### config.mk
export PLATFORM = sky130hd
export DESIGN_NAME = sensor_frame_fifo
export DESIGN_NICKNAME = d
export VERILOG_FILES = /design/src/rtl/sff_pkg.sv /design/src/rtl/sff_store.sv /design/src/rtl/sff_ctrl.sv /design/src/rtl/sensor_frame_fifo.sv
export SDC_FILE = /design/constraint.sdc
export NUM_CORES = 2
export LEC_CHECK = 0
export BUFFER_PORTS_ARGS = -buffer_cell sky130_fd_sc_hd__buf_4
export CORE_MARGIN = 3
export CORE_UTILIZATION = 57
export DETAILED_ROUTE_END_ITERATION = 10
export MAX_ROUTING_LAYER = met4
export PLACE_DENSITY = 0.79
export SKIP_CTS_REPAIR_TIMING = 1
export SYNTH_ARGS = -nofsm -noshare
export SYNTH_HDL_FRONTEND = slang
export SYNTH_HIERARCHICAL = 1
export SYNTH_SLANG_ARGS = --single-unit
### constraint.sdc
create_clock -name clk -period 4.2 [get_ports clk]
set_input_delay 0.63 -clock clk [delete_from_list [all_inputs] [get_ports clk]]
set_output_delay 0.63 -clock clk [all_outputs]
set_load 0.02 [all_outputs]
### src/rtl/sff_pkg.sv
package sff_pkg;

  typedef enum logic [2:0] {
    MODE_STANDBY    = 3'd0,
    MODE_NORMAL     = 3'd1,
    MODE_FORCED     = 3'd2,
    MODE_CONTINUOUS = 3'd3,
    MODE_DEEP       = 3'd4
  } pwrMode_e;

  // strobes from control to datapath
  typedef struct packed {
    logic clr;    // flush: empty storage
    logic push;   // accept a frame
    logic pop;    // deliver a frame
    logic rdReq;  // host asked for a frame
    logic pair;   // combined layout in force
  } sffStrobe_t;

endpackage

### src/rtl/sff_store.sv
module sff_store
  import sff_pkg::*;
#(
  parameter int SLOTS = 32,
  parameter int CH_W  = 24,
  localparam int PTR_W = $clog2(SLOTS),
  localparam int CNT_W = PTR_W + 1
) (
  input  logic              clk,
  input  logic              rstN,
  input  sffStrobe_t        stb,
  input  logic [2*CH_W-1:0] wrData,
  output logic [2*CH_W-1:0] rdData,
  output logic [CNT_W-1:0]  frameCount,
  output logic              isFull,
  output logic              isEmpty
);

  logic [CH_W-1:0]  slotMem [SLOTS];
  logic [PTR_W-1:0] wrPtr, rdPtr;
  logic [CNT_W-1:0] fillSlots;
  logic [CNT_W-1:0] step;
  logic [PTR_W-1:0] wrPtrNext, rdPtrNext;

  assign step      = stb.pair ? CNT_W'(2) : CNT_W'(1);
  assign wrPtrNext = wrPtr + PTR_W'(1);
  assign rdPtrNext = rdPtr + PTR_W'(1);

  assign isFull     = (fillSlots == CNT_W'(SLOTS));
  assign isEmpty    = (fillSlots == '0);
  assign frameCount = stb.pair ? (fillSlots >> 1) : fillSlots;

  always_ff @(posedge clk) begin
    if (stb.push) begin
      slotMem[wrPtr] <= wrData[CH_W-1:0];
      if (stb.pair) slotMem[wrPtrNext] <= wrData[2*CH_W-1:CH_W];
    end
  end

  always_ff @(posedge clk or negedge rstN) begin
    if (!rstN) begin
      wrPtr     <= '0;
      rdPtr     <= '0;
      fillSlots <= '0;
      rdData    <= '0;
    end else if (stb.clr) begin
      wrPtr     <= '0;
      rdPtr     <= '0;
      fillSlots <= '0;
      if (stb.rdReq) rdData <= '0;
    end else begin
      if (stb.push) wrPtr <= wrPtr + PTR_W'(step);
      if (stb.pop)  rdPtr <= rdPtr + PTR_W'(step);
      fillSlots <= fillSlots + (stb.push ? step : '0) - (stb.pop ? step : '0);
      if (stb.pop) begin
        if (stb.pair) rdData <= {slotMem[rdPtrNext], slotMem[rdPtr]};
        else          rdData <= {{CH_W{1'b0}}, slotMem[rdPtr]};
      end else if (stb.rdReq) begin
        rdData <= '0;
      end
    end
  end

endmodule

### src/rtl/sff_ctrl.sv
module sff_ctrl
  import sff_pkg::*;
#(
  parameter int FLUSH_CYC      = 4,
  parameter int FLUSH_DEEP_CYC = 9,
  localparam int FC_W = $clog2(FLUSH_DEEP_CYC + 1)
) (
  input  logic       clk,
  input  logic       rstN,
  input  logic       wrEn,
  input  logic       rdEn,
  input  logic [2:0] osrTCfg,
  input  logic [2:0] osrPCfg,
  input  logic [4:0] odrCfg,
  input  logic [1:0] pwrCfg,
  input  logic [1:0] frameSelCfg,
  input  logic [1:0] decSelCfg,
  input  logic [2:0] curMode,
  input  logic       isFull,
  input  logic       isEmpty,
  output sffStrobe_t stb,
  output logic       flushBusy,
  output logic [1:0] decSelAct
);

  logic            primed;
  logic [2:0]      osrTSh, osrPSh;
  logic [4:0]      odrSh;
  logic [1:0]      pwrSh;
  logic [1:0]      frameAct;
  logic            decPend;
  logic [FC_W-1:0] flushCnt;

  logic inStandby, sensChg, frameApply, decApply, trig;

  assign inStandby  = (pwrMode_e'(curMode) == MODE_STANDBY) ||
                      (pwrMode_e'(curMode) == MODE_DEEP);
  assign sensChg    = primed && ({osrTCfg, osrPCfg, odrCfg, pwrCfg} !=
                                 {osrTSh, osrPSh, odrSh, pwrSh});
  assign frameApply = primed && inStandby && (frameSelCfg != frameAct);
  assign decApply   = primed && inStandby && (decSelCfg != decSelAct);
  assign trig       = sensChg || frameApply || (decApply && !decPend);

  assign flushBusy = (flushCnt != '0);

  always_comb begin
    stb.clr   = trig;
    stb.pair  = (frameAct == 2'b11);
    stb.rdReq = rdEn;
    stb.push  = wrEn && !flushBusy && !trig && !isFull && (frameAct != 2'b00);
    stb.pop   = rdEn && !flushBusy && !trig && !isEmpty;
  end

  always_ff @(posedge clk or negedge rstN) begin
    if (!rstN) begin
      primed    <= 1'b0;
      osrTSh    <= '0;
      osrPSh    <= '0;
      odrSh     <= '0;
      pwrSh     <= '0;
      frameAct  <= '0;
      decSelAct <= '0;
      decPend   <= 1'b0;
      flushCnt  <= '0;
    end else if (!primed) begin
      primed    <= 1'b1;
      osrTSh    <= osrTCfg;
      osrPSh    <= osrPCfg;
      odrSh     <= odrCfg;
      pwrSh     <= pwrCfg;
      frameAct  <= frameSelCfg;
      decSelAct <= decSelCfg;
    end else begin
      osrTSh <= osrTCfg;
      osrPSh <= osrPCfg;
      odrSh  <= odrCfg;
      pwrSh  <= pwrCfg;
      if (frameApply) frameAct  <= frameSelCfg;
      if (decApply)   decSelAct <= decSelCfg;
      if (inStandby)                     decPend <= 1'b0;
      else if (decSelCfg != decSelAct)   decPend <= 1'b1;
      if (trig)
        flushCnt <= (pwrMode_e'(curMode) == MODE_DEEP) ? FC_W'(FLUSH_DEEP_CYC)
                                                       : FC_W'(FLUSH_CYC);
      else if (flushBusy)
        flushCnt <= flushCnt - FC_W'(1);
    end
  end

endmodule

### src/rtl/sensor_frame_fifo.sv
module sensor_frame_fifo
  import sff_pkg::*;
#(
  parameter int SLOTS          = 32,
  parameter int CH_W           = 24,
  parameter int FLUSH_CYC      = 4,
  parameter int FLUSH_DEEP_CYC = 9,
  localparam int CNT_W = $clog2(SLOTS) + 1
) (
  input  logic              clk,
  input  logic              rstN,
  input  logic              wrEn,
  input  logic [2*CH_W-1:0] wrData,
  input  logic              rdEn,
  output logic [2*CH_W-1:0] rdData,
  input  logic [2:0]        osrTCfg,
  input  logic [2:0]        osrPCfg,
  input  logic [4:0]        odrCfg,
  input  logic [1:0]        pwrCfg,
  input  logic [1:0]        frameSelCfg,
  input  logic [1:0]        decSelCfg,
  input  logic [2:0]        curMode,
  input  logic [CNT_W-1:0]  thrLvl,
  output logic [CNT_W-1:0]  frameCount,
  output logic              fullFlag,
  output logic              thrFlag,
  output logic              flushBusy,
  output logic [1:0]        decSelAct
);

  sffStrobe_t strobe;
  logic       isEmpty;

  sff_ctrl #(
    .FLUSH_CYC     (FLUSH_CYC),
    .FLUSH_DEEP_CYC(FLUSH_DEEP_CYC)
  ) i_ctrl (
    .clk        (clk),
    .rstN       (rstN),
    .wrEn       (wrEn),
    .rdEn       (rdEn),
    .osrTCfg    (osrTCfg),
    .osrPCfg    (osrPCfg),
    .odrCfg     (odrCfg),
    .pwrCfg     (pwrCfg),
    .frameSelCfg(frameSelCfg),
    .decSelCfg  (decSelCfg),
    .curMode    (curMode),
    .isFull     (fullFlag),
    .isEmpty    (isEmpty),
    .stb        (strobe),
    .flushBusy  (flushBusy),
    .decSelAct  (decSelAct)
  );

  sff_store #(
    .SLOTS(SLOTS),
    .CH_W (CH_W)
  ) i_store (
    .clk       (clk),
    .rstN      (rstN),
    .stb       (strobe),
    .wrData    (wrData),
    .rdData    (rdData),
    .frameCount(frameCount),
    .isFull    (fullFlag),
    .isEmpty   (isEmpty)
  );

  assign thrFlag = (thrLvl != '0) && (frameCount >= thrLvl);

endmodule

# After elaboration in Yosys (flattened, before gate mapping)
# Memories as Yosys holds them, arrays and structs flattened.
# Index checks and enable logic that the tools add are counted.
dict set report op_classes {
  order_cmp 1
  muxes 27
  n_reduce_logical 32
  n_eq_ne 8
  add_sub_neg 7
}
# op n
set ops {}
lappend ops {{$mux 48} 4}
lappend ops {{$mux 6} 4}
lappend ops {{$mux 5} 4}
lappend ops {{$logic_and 1x1->1} 13}
lappend ops {{$ne 13x13->1} 1}
lappend ops {{$mux 4} 3}
lappend ops {{$add 5x1->5 const B} 2}
lappend ops {{$add 5x5->5} 2}
lappend ops {{$mux 2} 5}
lappend ops {{$reduce_bool 2->1} 5}
lappend ops {{$mux 1} 7}
lappend ops {{$add 6x6->6} 1}
lappend ops {{$eq 6x6->1 const B} 1}
lappend ops {{$ge 6x6->1} 1}
lappend ops {{$logic_not 6->1} 1}
lappend ops {{$reduce_bool 6->1} 1}
lappend ops {{$sub 6x6->6} 1}
lappend ops {{$logic_not 1->1} 5}
lappend ops {{$ne 2x2->1} 2}
lappend ops {{$ne 2x2->1 const B} 2}
lappend ops {{$reduce_and 2->1} 2}
lappend ops {{$reduce_bool 4->1} 1}
lappend ops {{$sub 4x1->4 const B} 1}
lappend ops {{$eq 3x3->1 const B} 1}
lappend ops {{other kinds (3)} 5}
dict set report word_totals {
  ram_bits 768
  ff_bits 87
  out_inout_bits 59
  memories 1
}
# memory words word_bits rd rd_ports_with_merged_regs write_ports line
set memory_table {}
lappend memory_table {i_store.slotMem 32 24 2 0 2 sff_store.sv:19} ;# logic [CH_W-1:0] slotMem [SLOTS];

# Longest topological paths before layout
dict set report depth {
  word_depth 14
  depth_mapped 17
}

# Hierarchy
# The synthesis kept the hierarchy.
# module cells_each instances area_each_um2
set modules_own_cells {}
lappend modules_own_cells {sff_store 2982 1 48183.7}
lappend modules_own_cells {sff_ctrl 95 1 1137.3}
lappend modules_own_cells {sensor_frame_fifo 21 1 153.9}

# Worst setup path before layout
# No wires, ideal clock.
dict set report synth_path {
  path_kind {input-to-reg}
  from {in osrPCfg[2]}
  to {mem i_store.slotMem[13][0], enable pin}
  t_required_ns 3.762
  path_buffers 1
  arrival_ns 4.101
  cell_stages 9
  setup_time_ns 0.438
  path_slack_ns -0.340
  cell_sequence {xnor2_1 -> nand4_1 -> nor3_4 -> nand2_2 -> a2111oi_2 -> nand2_1 -> or2_2 -> clkbuf_1 -> o21ai_0}
}
# item line
set synth_rtl {}
lappend synth_rtl {{start, declared} sensor_frame_fifo.sv:17} ;# input logic [2:0] osrPCfg,
lappend synth_rtl {{end, declared} sff_store.sv:19}

==> impl_metrics.py <==
metrics = {
    "critical_path": {
        "worstSetupStartpointType": "flip-flop",
        "startpoint": "i_ctrl/pwrSh[1]$_DFF_PN0_",
        "cpMostUsedCell": "sky130_fd_sc_hd__buf_4",
        "worstRegToRegCells": 12,
        "worstPathCellList": "xnor2_1 -> nand4_1 -> nor4_4 -> nand2_2 -> a2111oi_2 -> buf_4 -> nor2b_1 -> nor3b_1 -> buf_4 -> and3_2 -> buf_4 -> mux2_2",
        "end_kind": "flip-flop",
        "worstReg2RegStart": "i_ctrl/pwrSh[1]$_DFF_PN0_",
        "critical_path_peak_fanout": 14,
        "required_ns": 4.60,
        "path_delay_family": "simple AND/OR/NAND/NOR gates",
        "rrSetupSlack_ns": 0.41,
        "crit-reg2reg-capture": "i_store/slotMem[9][16]$_DFFE_PP_",
        "path_class": "flip-flop to flip-flop",
        "crit_path_top_delay_cell": "sky130_fd_sc_hd__dfrtp_1",
        "arrival_ns": 4.19,
        "critPathBufInv": 3,
        "critical_path.max_stage_delay_ns": 0.38,
    },
    "pwr": {
        "seq_power_share_pct": 50.7,
        "fin_total_pwr_mw": 18.4,
        "power_switching_mw": 4.08,
        "share_clk_of_total_power_pct": 42.5,
        "swShare_pct": 22.2,
        "vdd_ir_drop_max_v": 0.000318,
        "cellPowerDensity_mw_per_mm2": 333,
        "combinationalPowerShare_pct": 6.7,
        "power_report.internal_total_mw": 14.3,
        "power_leakage_nw": 18.0,
    },
    "global_route": {
        "grt_overflow_total": 0,
        "first_global_vias": 32500,
        "maximum_number_of_pins_on_one_net_before_global_route_repair": 97,
        "grt_pass1_wl_um": 221000,
        "antenna_violations_before_repair": 12,
        "grtUsageTotal_pct": 34.7,
    },
    "floorplan": {
        "design.core.area_mm2": 0.0855,
        "core.rowCount": 107,
        "pin_count": 137,
        "dieArea_mm2": 0.0904,
        "initial_core_util_pct": 57.8,
        "chip_height_um": 301,
        "die_w_um": 301,
    },
    "timing": {
        "unrepaired_setup_endpoints_after_global_routing": "false",
        "min_period_over_period_pct": 90.3,
        "max_slew_margin_pct": 9.15,
        "drv_slew": 0,
        "finalHoldViolations": 0,
        "setup-violations-final": 0,
        "hold_worst_slack_ns": 0.103,
        "clock_skew_ns": 0.0239,
        "final_period_minus_worst_setup_slack_ns": 3.79,
        "transition_time_at_the_pin_with_the_least_slew_margin_ns": 1.36,
        "maxClockFrequency_mhz": 264,
    },
    "min_path": {
        "hold_path_class": "input pin to flip-flop",
        "worst_hold_path.endpoint": "i_ctrl/osrPSh[0]$_DFF_PN0_",
        "hold_path_startpoint": "osrPCfg[0]",
        "hold-path-cell-count": 1,
    },
    "placed_design": {
        "hpwlAfterDp_um": 95500,
        "buffer_ports.inserted": 136,
        "placed_cells_incl_taps": 4158,
        "gpl.final_weighted_congestion": 1.02,
    },
    "logic_synthesis": {
        "postSynth.topFlopCell": "sky130_fd_sc_hd__edfxtp_1",
        "synth.cell_area_mm2": 0.0495,
        "syn_nets": 3202,
        "synth.avg_cell_area_um2": 16.0,
        "synth_enable_flop_cells": 768,
        "synth_cell_type_count": 65,
        "synth.yosys.seq_area_share_pct": 51.0,
        "synth-warning-count": 6,
        "synth_cells": 3098,
        "ffs_latches_synth": 855,
        "async_flop_share_pct": 10.2,
    },
    "clock_tree": {
        "cts_root_buffer": "sky130_fd_sc_hd__clkbuf_16",
        "cts.path.max_buffers": 3,
        "h-tree-depth": 3,
        "numClockSinks": 855,
        "numCtsBuffers": 92,
        "worstSkewPairLatency_ns": 0.66,
        "tritoncts": "built",
        "clock_transition_time_at_the_flip_flop_clock_pins_of_the_worst_setup_and_hold_paths_ns": 0.06,
    },
    "outcome": {
        "outcome": "finished, final reports clean",
    },
    "drt": {
        "routed_wire_length_per_instance_um": 34.9,
        "drt-initial-drc-count": 4433,
        "drt.antenna.violating_nets": 0,
        "routed_wirelength_um": 151000,
        "routed-via-count": 31800,
        "vias_per_cell": 7.33,
        "drc": 0,
        "dr.pass1.iters": 5,
    },
    "finish": {
        "layout.cells.most_common_list": "sky130_fd_sc_hd__mux2_2 (809), sky130_fd_sc_hd__edfxtp_1 (768), sky130_fd_sc_hd__mux4_2 (432), sky130_fd_sc_hd__buf_4 (246), sky130_fd_sc_hd__nand2_1 (149)",
        "syn_to_final_growth_pct": 11.6,
        "layout.nets": 3213,
        "fin_cells": 4341,
        "drive_above_1_share_pct": 54.4,
        "mostFrequentLayoutCell": "sky130_fd_sc_hd__mux2_2",
    },
    "flow_run": {
        "cap_viol_max_count": 0,
    },
}
-- through the flow --
step	setup TNS (ns)	util [%]	setup WS [ns]	area, µm²
5_1_grt	0	64.6	0.204	55200
3_3_place_gp	0	61.2	0.146	52300
2_1_floorplan	-115.31	-	-0.340	49500
3_5_place_dp	0	61.2	0.110	52300
4_1_cts	0	64.5	0.419	55200
6_report	0	64.6	0.409	55200
-- power by group through the flow --
| stage | clock, mW | sequential, mW | combinational (mW) |
|---|---|---|---|
| finish | 7.82 | 9.33 | 1.24 |
| global route | 8.22 | 9.32 | 1.32 |
| CTS | 7.89 | 9.33 | 1.22 |
| detailed placement | 0 | 9.50 | 1.21 |
| global placement | 0 | 9.50 | 1.16 |
| floorplan | 0 | 9.50 | 0.837 |
-- routing by layer --
| layer | track usage [%] | vias up | wire length [µm] |
|---|---|---|---|
| li1 | - | 12500 | - |
| met1 | 44.2 | 16400 | 53100 |
| met2 | 51.8 | 2465 | 69900 |
| met3 | 10.1 | 508 | 19700 |
| met4 | 16.3 | 0 | 8700 |
| met5 | - | - | 0 |
-- how the worst max path moves through the flow --
stage                                        end  slack [ns]  cells after the start
6_report        i_store/slotMem[9][16]$_DFFE_PP_        0.41                     12
5_1_grt         i_store/slotMem[9][11]$_DFFE_PP_        0.20                     12
4_1_cts         i_store/slotMem[6][19]$_DFFE_PP_        0.42                     10
3_5_place_dp     i_store/slotMem[9][9]$_DFFE_PP_        0.11                     13
3_3_place_gp   i_store/slotMem[10][12]$_DFFE_PP_        0.15                     11
2_1_floorplan   i_store/slotMem[13][0]$_DFFE_PP_       -0.34                      9
-- layout make-up --
cell class,count,area [µm²]
repair buffers,283,2580
clock buffers,131,2540
fillers,5774,30300
diodes,13,32.5
inverters,22,82.6
multi-input cells,1855,23000
flip-flops and latches,855,25300
well taps,1144,1430
clock inverters,38,307
-- Yosys cell counts, types with 10 or more instances --
cell / number / area share [%]
sky130_fd_sc_hd__buf_1: 10 / 0.076
sky130_fd_sc_hd__o2111ai_1: 11 / 0.19
sky130_fd_sc_hd__nand2_1: 169 / 1.3
sky130_fd_sc_hd__dfrtp_1: 87 / 4.4
sky130_fd_sc_hd__mux2_2: 809 / 18
sky130_fd_sc_hd__nor2b_1: 11 / 0.14
sky130_fd_sc_hd__nand3_1: 34 / 0.34
sky130_fd_sc_hd__buf_2: 133 / 1.3
sky130_fd_sc_hd__clkbuf_1: 192 / 1.5
sky130_fd_sc_hd__inv_1: 20 / 0.15
sky130_fd_sc_hd__a21oi_1: 13 / 0.13
sky130_fd_sc_hd__xor2_1: 16 / 0.28
sky130_fd_sc_hd__o22ai_1: 25 / 0.32
sky130_fd_sc_hd__nor2_1: 102 / 0.77
sky130_fd_sc_hd__buf_6: 14 / 0.32
sky130_fd_sc_hd__xnor2_1: 15 / 0.27
sky130_fd_sc_hd__buf_4: 17 / 0.26
sky130_fd_sc_hd__a311oi_1: 12 / 0.21
sky130_fd_sc_hd__o31ai_1: 25 / 0.38
sky130_fd_sc_hd__ha_1: 23 / 0.58
sky130_fd_sc_hd__mux4_2: 432 / 20
sky130_fd_sc_hd__edfxtp_1: 768 / 47
sky130_fd_sc_hd__a21o_1: 14 / 0.21
sky130_fd_sc_hd__o21ai_0: 48 / 0.49
-- logic make-up (layout without fill, tap and decap cells) --
| logic type | after synthesis | in the layout | synth area share (%) |
|---|---|---|---|
| muxes | 1257 | 1257 | 38.4 |
| DFF | 855 | 855 | 51.0 |
| buffers and inverters | 388 | 474 | 3.62 |
| and+or+nand+nor | 361 | 361 | 3.20 |
| AOI/OAI and AO/OA | 178 | 178 | 2.45 |
| xor gates and xnor gates | 32 | 32 | 0.582 |
| adders and majority gates | 26 | 26 | 0.703 |
| other | 1 | 14 | 0.00758 |
-- sequential cells by signal (all words and copies together), names as in the netlist --
register / cells
i_ctrl/primed: 1
i_store/wrPtr: 5
i_ctrl/odrSh: 5
i_ctrl/pwrSh: 2
i_ctrl/decPend: 1
i_ctrl/osrPSh: 3
i_ctrl/decSelAct: 2
i_store/rdPtr: 5
i_ctrl/osrTSh: 3
i_store/slotMem: 768
i_ctrl/flushCnt: 4
i_ctrl/frameAct: 2
i_store/fillSlots: 6
i_store/rdData: 48
-- worst reg2reg max path, cell delays in order (launching register included) --
cell	delay [ns]
sky130_fd_sc_hd__dfrtp_1	0.38
sky130_fd_sc_hd__xnor2_1	0.23
sky130_fd_sc_hd__nand4_1	0.18
sky130_fd_sc_hd__nor4_4	0.22
sky130_fd_sc_hd__nand2_2	0.14
sky130_fd_sc_hd__a2111oi_2	0.37
sky130_fd_sc_hd__buf_4	0.23
sky130_fd_sc_hd__nor2b_1	0.34
sky130_fd_sc_hd__nor3b_1	0.28
sky130_fd_sc_hd__buf_4	0.25
sky130_fd_sc_hd__and3_2	0.22
sky130_fd_sc_hd__buf_4	0.32
sky130_fd_sc_hd__mux2_2	0.39
Power figures use the tool's default switching activity.
